$ cat src/rtl/pkd_pkg.sv
package pkd_pkg;

    localparam int REG_W       = 4;    // register index width
    localparam int LOW_W       = 2;    // low bits stored per operand
    localparam int HALF_W      = 16;   // one instruction half-word
    localparam int GROUP_W     = 11;   // bits of a half-word used by a triple group
    localparam int FIELD_LSB   = 6;    // position of the shared digit field
    localparam int FIELD_W     = 5;
    localparam int SEL_BIT     = 5;    // pair-form adjust bit
    localparam int NUM_SLOTS   = 6;
    localparam int NUM_HALVES  = 2;
    localparam int IMM_W       = 6;
    localparam int REG_LIMIT   = 12;
    localparam int TRIPLE_SPAN = 27;   // 3*3*3 digit combinations
    localparam int PAIR_BASE   = 27;
    localparam int PAIR_SHIFT  = 5;
    localparam int QUAD_LSB    = 16;

    typedef enum logic [2:0] {
        FORM_PAIR       = 3'd0,
        FORM_TRIPLE     = 3'd1,
        FORM_REG_IMM    = 3'd2,
        FORM_REG_BITPOS = 3'd3,
        FORM_QUAD_LONG  = 3'd4,
        FORM_HEX_LONG   = 3'd5
    } form_e;

    typedef logic [REG_W-1:0] reg_idx_t;

    typedef struct packed {
        logic     ok;
        reg_idx_t a;
        reg_idx_t b;
    } pair_t;

    typedef struct packed {
        logic     ok;
        reg_idx_t a;
        reg_idx_t b;
        reg_idx_t c;
    } triple_t;

    typedef struct packed {
        logic              ok;
        logic [IMM_W-1:0]  value;
    } bitpos_t;

endpackage

$ cat src/rtl/pkd_triple_dec.sv
module pkd_triple_dec
    import pkd_pkg::*;
(
    input  logic [GROUP_W-1:0] grp_i,
    output triple_t            dec_o
);
    logic [FIELD_W-1:0] digits;
    logic [FIELD_W-1:0] d_first, d_second, d_third;

    always_comb begin
        digits   = grp_i[FIELD_LSB +: FIELD_W];
        d_first  = digits % FIELD_W'(3);
        d_second = (digits / FIELD_W'(3)) % FIELD_W'(3);
        d_third  = digits / FIELD_W'(9);
        dec_o.ok = digits < FIELD_W'(TRIPLE_SPAN);
        dec_o.a  = {d_first[LOW_W-1:0],  grp_i[4 +: LOW_W]};
        dec_o.b  = {d_second[LOW_W-1:0], grp_i[2 +: LOW_W]};
        dec_o.c  = {d_third[LOW_W-1:0],  grp_i[0 +: LOW_W]};
    end
endmodule

$ cat src/rtl/pkd_pair_dec.sv
module pkd_pair_dec
    import pkd_pkg::*;
(
    input  logic [FIELD_W-1:0] digits_i,
    input  logic               adjust_i,
    input  logic [3:0]         lows_i,
    output pair_t              dec_o
);
    localparam int SUM_W = FIELD_W + 1;

    logic [SUM_W-1:0] shifted;
    logic [SUM_W-1:0] h_first, h_second;

    always_comb begin
        shifted  = {1'b0, digits_i} + (adjust_i ? SUM_W'(PAIR_SHIFT) : '0)
                   - SUM_W'(PAIR_BASE);
        h_first  = shifted % SUM_W'(3);
        h_second = shifted / SUM_W'(3);
        dec_o.ok = (digits_i >= FIELD_W'(PAIR_BASE)) &&
                   !(adjust_i && (digits_i == '1));
        dec_o.a  = {h_first[LOW_W-1:0],  lows_i[2 +: LOW_W]};
        dec_o.b  = {h_second[LOW_W-1:0], lows_i[0 +: LOW_W]};
    end
endmodule

$ cat src/rtl/pkd_bitpos_lut.sv
module pkd_bitpos_lut
    import pkd_pkg::*;
(
    input  reg_idx_t code_i,
    output bitpos_t  res_o
);
    always_comb begin
        res_o.ok = code_i < REG_W'(REG_LIMIT);
        if (code_i == '0 || code_i == REG_W'(11))
            res_o.value = IMM_W'(32);
        else if (code_i <= REG_W'(8))
            res_o.value = IMM_W'(code_i);
        else if (code_i == REG_W'(9))
            res_o.value = IMM_W'(16);
        else if (code_i == REG_W'(10))
            res_o.value = IMM_W'(24);
        else
            res_o.value = '0;
        if (!res_o.ok)
            res_o.value = '0;
    end
endmodule

$ cat src/rtl/pkd_operand_decode.sv
module pkd_operand_decode
    import pkd_pkg::*;
(
    input  logic                       clk,
    input  logic                       rst,
    input  logic [2*HALF_W-1:0]        insn_i,
    input  logic                       is_long_i,
    input  logic [2:0]                 form_i,
    output logic [NUM_SLOTS*REG_W-1:0] reg_idx_o,
    output logic [IMM_W-1:0]           imm_o,
    output logic                       valid_o
);
    triple_t tri_dec [NUM_HALVES];
    pair_t   pair_dec;
    bitpos_t bp_dec;

    logic [NUM_SLOTS-1:0][REG_W-1:0] slots_d, slots_q;
    logic [IMM_W-1:0]                imm_d, imm_q;
    logic                            ok_d, ok_q;
    form_e                           form;
    reg_idx_t                        quad_reg;

    logic unused_bits;
    assign unused_bits = ^{insn_i[31:27], insn_i[15:11], insn_i[4]};

    // One triple decoder per half-word; the upper one serves long forms.
    for (genvar g = 0; g < NUM_HALVES; g++) begin : g_half
        pkd_triple_dec u_triple (
            .grp_i (insn_i[g*HALF_W +: GROUP_W]),
            .dec_o (tri_dec[g])
        );
    end

    pkd_pair_dec u_pair (
        .digits_i (insn_i[FIELD_LSB +: FIELD_W]),
        .adjust_i (insn_i[SEL_BIT]),
        .lows_i   (insn_i[3:0]),
        .dec_o    (pair_dec)
    );

    pkd_bitpos_lut u_bitpos (
        .code_i (pair_dec.b),
        .res_o  (bp_dec)
    );

    assign quad_reg = insn_i[QUAD_LSB +: REG_W];

    always_comb begin
        form    = form_e'(form_i);
        slots_d = '0;
        imm_d   = '0;
        ok_d    = 1'b0;
        unique case (form)
            FORM_PAIR: begin
                ok_d       = pair_dec.ok;
                slots_d[0] = pair_dec.a;
                slots_d[1] = pair_dec.b;
            end
            FORM_TRIPLE: begin
                ok_d       = tri_dec[0].ok;
                slots_d[0] = tri_dec[0].a;
                slots_d[1] = tri_dec[0].b;
                slots_d[2] = tri_dec[0].c;
            end
            FORM_REG_IMM: begin
                ok_d       = pair_dec.ok;
                slots_d[0] = pair_dec.a;
                imm_d      = IMM_W'(pair_dec.b);
            end
            FORM_REG_BITPOS: begin
                ok_d       = pair_dec.ok && bp_dec.ok;
                slots_d[0] = pair_dec.a;
                imm_d      = bp_dec.value;
            end
            FORM_QUAD_LONG: begin
                ok_d       = is_long_i && tri_dec[0].ok &&
                             (quad_reg < REG_W'(REG_LIMIT));
                slots_d[0] = tri_dec[0].a;
                slots_d[1] = tri_dec[0].b;
                slots_d[2] = tri_dec[0].c;
                slots_d[3] = quad_reg;
            end
            FORM_HEX_LONG: begin
                ok_d       = is_long_i && tri_dec[0].ok && tri_dec[1].ok;
                slots_d[0] = tri_dec[0].a;
                slots_d[1] = tri_dec[0].b;
                slots_d[2] = tri_dec[0].c;
                slots_d[3] = tri_dec[1].a;
                slots_d[4] = tri_dec[1].b;
                slots_d[5] = tri_dec[1].c;
            end
            default: ok_d = 1'b0;
        endcase
        // A rejected word leaves nothing stale on the outputs.
        if (!ok_d) begin
            slots_d = '0;
            imm_d   = '0;
        end
    end

    always_ff @(posedge clk) begin
        if (rst) begin
            slots_q <= '0;
            imm_q   <= '0;
            ok_q    <= 1'b0;
        end else begin
            slots_q <= slots_d;
            imm_q   <= imm_d;
            ok_q    <= ok_d;
        end
    end

    assign reg_idx_o = slots_q;
    assign imm_o     = imm_q;
    assign valid_o   = ok_q;

endmodule

$ cat config.mk
export PLATFORM = sky130hd
export DESIGN_NAME = pkd_operand_decode
export DESIGN_NICKNAME = d
export VERILOG_FILES = /design/src/rtl/pkd_pkg.sv /design/src/rtl/pkd_triple_dec.sv /design/src/rtl/pkd_pair_dec.sv /design/src/rtl/pkd_bitpos_lut.sv /design/src/rtl/pkd_operand_decode.sv
export SDC_FILE = /design/constraint.sdc
export NUM_CORES = 1
export LEC_CHECK = 0
export BUFFER_PORTS_ARGS = -buffer_cell sky130_fd_sc_hd__buf_2
export CAP_MARGIN = 20
export CORE_UTILIZATION = 35
export DETAILED_ROUTE_END_ITERATION = 7
export PLACE_DENSITY = 0.61
export SLEW_MARGIN = 0
export SYNTH_ARGS = -nofsm -noshare
export SYNTH_HDL_FRONTEND = slang
export SYNTH_HIERARCHICAL = 1
export SYNTH_SLANG_ARGS = --single-unit
$ cat constraint.sdc
create_clock -name clk -period 7.03 [get_ports clk]
set_clock_uncertainty 0.1 [all_clocks]
set_input_delay 0.703 -clock clk [delete_from_list [all_inputs] [get_ports clk]]
set_output_delay 0.703 -clock clk [all_outputs]
set_load 0.05 [all_outputs]
# Word-level counts from Yosys, hierarchy flattened
# Index checks and enable logic that the tools add are counted.
# classes
addsub,2
div,10
magnitude_cmp,6
eq_ne,9
muxes,11
bitwise,3
reduce_logical,16
# op_table
operator,n
two-way mux 6 bit,4
case mux 4 bit (2 select lines),3
"modulo 5 x 2 -> 5 bit, second input constant",4
"== test 4 bit, second input constant",3
case mux 6 bit (2 select lines),1
OR reduction 3 bit,4
"divider 5 x 2 -> 5 bit, second input constant",2
"divider 5 x 4 -> 5 bit, second input constant",2
"less-than comparator 5 bit, second input constant",2
"less-than comparator 4 bit, second input constant",2
adder 5 x 6 -> 6 bit,1
"divider 6 x 2 -> 6 bit, second input constant",1
"== test 3 x 2 -> 1 bit, second input constant",2
"== test 3 bit, second input constant",2
logical AND 1 bit,6
"modulo 6 x 2 -> 6 bit, second input constant",1
"subtractor 6 x 5 -> 6 bit, second input constant",1
"== test 5 bit, second input constant",1
">= comparator 5 bit, second input constant",1
two-way mux 5 bit,1
case mux 1 bit (5 select lines),1
"<= comparator 4 bit, second input constant",1
zero test 4 bit,1
OR reduction 2 bit,2
other kinds (6),8
# word_totals
regBits,31
inputBits,38
output_inout_bits,31
word_cells,65

# Logic depth before layout (Yosys ltp)
# logic_depth
depth_word,11
depth_mapped,22
mapped_depth_nobuf,21

# Modules after synthesis
# Netlist, hierarchy kept.
# by_module_without_submodules
module,n_inst,cells_each,area_each_um2,seq_area_each_um2
pkd_operand_decode,1,112,1241.2,620.6
pkd_triple_dec (g_half[0].u_triple),1,110,892.1,0.0
pkd_triple_dec (g_half[1].u_triple),1,104,765.7,0.0
pkd_pair_dec,1,84,584.3,0.0
pkd_bitpos_lut,1,11,61.3,0.0

# Worst setup path before layout
# No wires, ideal clock.
# synth_timing
path_kind,input port to flip-flop
startpoint,input insn_i[5]
endpoint,register ok_q (netlist: valid_o)
setup_ns,0.139
t_arrival_ns,4.419
required_time_ns,6.791
slack_ns,2.372
cell_stages,21
n_path_buf,1
cell_sequence,inv_1 ha_1 inv_1 ha_1 ha_1 nor3b_2 a31o_1 o221a_4 mux2_2 ha_1 a211oi_1 a2bb2oi_2 a31o_1 xor2_1 ha_1 or2_1 nand2_1 a21bo_2 a31oi_4 buf_6 a21oi_1
# synth_rtl
item,line,rtl
start: declaration,pkd_operand_decode.sv:6,"input logic [2*HALF_W-1:0] insn_i,"
end signal: assignment,pkd_operand_decode.sv:109,ok_q <= ok_d;
end: declaration,pkd_operand_decode.sv:19,"logic ok_d, ok_q;"

==> results by group <==
Run status
  – Status: complete, no violations

Hold path
  – Worst hold start: insn_i[16]
  – WHS Path Cells: 2
  – Hold path endpoint: reg_idx_o[20]
  – Hold Crit Class: in2reg

Logic synthesis
  – Syn_area_per_cell: 8.42 um^2
  – Post-Synthesis Cells: between 400 and 500
  – Yosys reg bits: 31
  – Yosys warns: 6
  – Async S/R FF share, synth: 0%
  – Mapped Nets: 484
  – Sequential area share after synthesis: 17.5%
  – Netlist cell types: 91
  – Number of synthesized flops with an enable pin: 0
  – Mapped cell area: about 3500 um^2
  – Main synth FF type: dfxtp_1

Power and ir drop
  – Maximum VDD drop: 0.000110 V
  – Leakage: 1.64 nW
  – Power, Total: 683 uW
  – Cell area power density: 179 nW/um^2

Critical path
  – Worst setup SP type: input port
  – Critical path origin: insn_i[8]
  – Worst Path Max Fanout: 19
  – Required @ worst endpoint: 7.06 ns
  – Worst EP arrival: roughly 5.4 ns
  – Crit Path Category: in2reg
  – Critical path endpoint category: register

Final layout
  – Synthesis-to-finish area growth: 7.69%
  – Area of the multi-input gates: 2520 um^2
  – Fill cells: 1022
  – Antenna diode count: 0
  – Leading cell type in the layout, fill and taps excluded: buf_2
  – Final Net Count: 506
  – Post-route insts no fill: between 500 and 600
  – Register area: just over 600 um^2
  – Most frequent cells in the layout: buf_2 (58), nor2_1 (34), dfxtp_1 (31), inv_1 (27), ha_1 (25)
  – Share of cells above drive strength 1: around 25%

Floorplanning
  – Core area: 9770 um^2
  – # IOs: 69
  – Die Ht: 103 um
  – # rows: 36
  – Die area: between 10000 and 15000 um^2
  – Horiz. Die Dim: 103 um
  – Initial Utilization: 36.3%

CTS
  – Post-CTS Setup Bufs: 0
  – Clock buffer depth: 2
  – CTS tree: yes
  – Clock Tree Root: clkbuf_8
  – Cts repair resizes: 0
  – H-Tree Depth: 2
  – CTS Sinks: 31
  – Clk slew on worst S/H paths: 0.07 ns
  – Total CTS buffers: 5
  – Cts-stage hold buffer count: 0

Timing
  – Fin crit share: between 70 and 80%
  – Hold_ws: 0.535 ns
  – Min Tclk post-route: 5.36 ns
  – Final hold violation count: 0
  – Unrepaired setup endpoints after global routing: no
  – Final TNS setup: 0 ns
  – Slew at the pin closest to its max-slew limit: 0.605 ns
  – Slew margin rel.: 59.7%
  – Max-slew violation count: 0
  – FMAX: between 150 and 200 MHz
  – Final setup viols: 0

Route
  – 1st-iter DRT viols: 176
  – Router iterations before antenna repair: 4
  – Via total after detailed routing: 3082
  – DR vias/cell: 5.34
  – Post-route ant nets: 0
  – WL per Instance: 14.2 um
  – Routed WL: 8190 um
  – Number of remaining DRC errors: 0

Global route
  – First-pass GRT wire length: 12800 um
  – Largest net degree at the start of global routing: 25
  – GR Overflow Total: 0
  – Tot GR Track Use: 15.2%
  – Vias in the first global route: 2701
  – Initial antenna violation count: 0

Placement
  – Final RePlAce weighted congestion: 0.809
  – Placed insts: around 570
  – Port Buffers: 58
  – HPWL after DPL: about 6000 um

Flow run
  – Number of max-cap violations: 0
[metal layers]
layer,part of all wire (%),global-route usage [%],vias to the layer above,routed length [um]
met3,3.8,2.71,4,308
li1,-,-,1580,-
met1,48,20.4,1445,3890
met5,0,0,-,0
met2,48,25.7,53,3940
met4,0.55,2.64,0,45
[sequential cells by signal, summed over array words and instances (netlist names)]
register	flops
imm_o	6
reg_idx_o	24
valid_o	1
[critical path: stages]
cell       delay, ns
buf_2           0.26
inv_1           0.08
ha_1            0.30
inv_1           0.04
ha_1            0.33
nor3b_2         0.23
a31o_1          0.20
o221a_4         0.23
mux2_2          0.28
ha_1            0.23
a211oi_1        0.27
a2bb2oi_2       0.15
a31o_1          0.35
xor2_1          0.19
ha_1            0.27
or2_1           0.26
nand2_1         0.08
a21bo_2         0.24
a31oi_4         0.53
a211oi_1        0.17
[metrics by stage]
| stage | worst slack, ns | cell area [um^2] | utilization (%) |
|---|---|---|---|
| after global routing | 1.27 | 3820 | 39.1 |
| after global placement | 1.51 | 3700 | 37.9 |
| after detailed placement | 1.39 | 3700 | 37.9 |
| after CTS | 1.67 | 3820 | 39.1 |
| final | 1.67 | 3820 | 39.1 |
| after floorplan | 2.37 | 3540 | - |
[worst max path at each step]
stage | endpoint | slack (ns) | cells after the start
finish | reg_idx_o[1] | 1.67 | 20
global route | reg_idx_o[1] | 1.27 | 21
CTS | reg_idx_o[1] | 1.67 | 20
detailed placement | reg_idx_o[1] | 1.39 | 20
global placement | reg_idx_o[6] | 1.51 | 20
floorplan | valid_o | 2.37 | 21
[cell usage after synthesis (5+ instances only)]
cell      number  area (um^2)
mux2i_1       17          170
a211oi_1       6         45.0
nor2_1        34          128
buf_4         20          150
buf_6          7         78.8
nand2b_1      11         68.8
o22ai_1        5         31.3
xnor2_1        6         52.6
nand3_1       13         65.1
a21oi_1       16         80.1
a32oi_1        5         43.8
nor3_1        11         55.1
dfxtp_1       31          621
and3_1         5         31.3
ha_1          25          313
nand2_1       17         63.8
buf_2         10         50.1
a31oi_1        5         31.3
and2_1        10         62.6
clkbuf_1       5         18.8
inv_1         27          101
nor2b_1       11         68.8
o21ai_0        8         40.0
[where the power goes]
| part | internal [mW] | leakage, nW | switching (mW) |
|---|---|---|---|
| sequential | 0.179 | 0.250 | 0.000941 |
| clock | 0.115 | 0.0612 | 0.0685 |
| combinational | 0.130 | 1.33 | 0.190 |
| total | 0.423 | 1.64 | 0.259 |
[cells by family after synthesis]
| family | share of synthesized area, % |
|---|---|
| adders and majority gates | 8.82 |
| AOI/OAI and AO/OA | 29.6 |
| buffers and inverters | 11.5 |
| muxes | 6.46 |
| DFF | 17.5 |
| xor gates and xnor gates | 2.22 |
| and+or+nand+nor | 23.9 |
[cell type report]
class / count / area share (%)
Inverter: 28 / 2.75
Multi-Input combinational cell: 319 / 65.9
Sequential cell: 31 / 16.3
Tap cell: 133 / 4.36
Clock buffer: 6 / 2.16
Timing Repair Buffer: 58 / 7.60
Clock inverter: 2 / 0.918
Note: power is estimated with default switching activity, not from simulation.
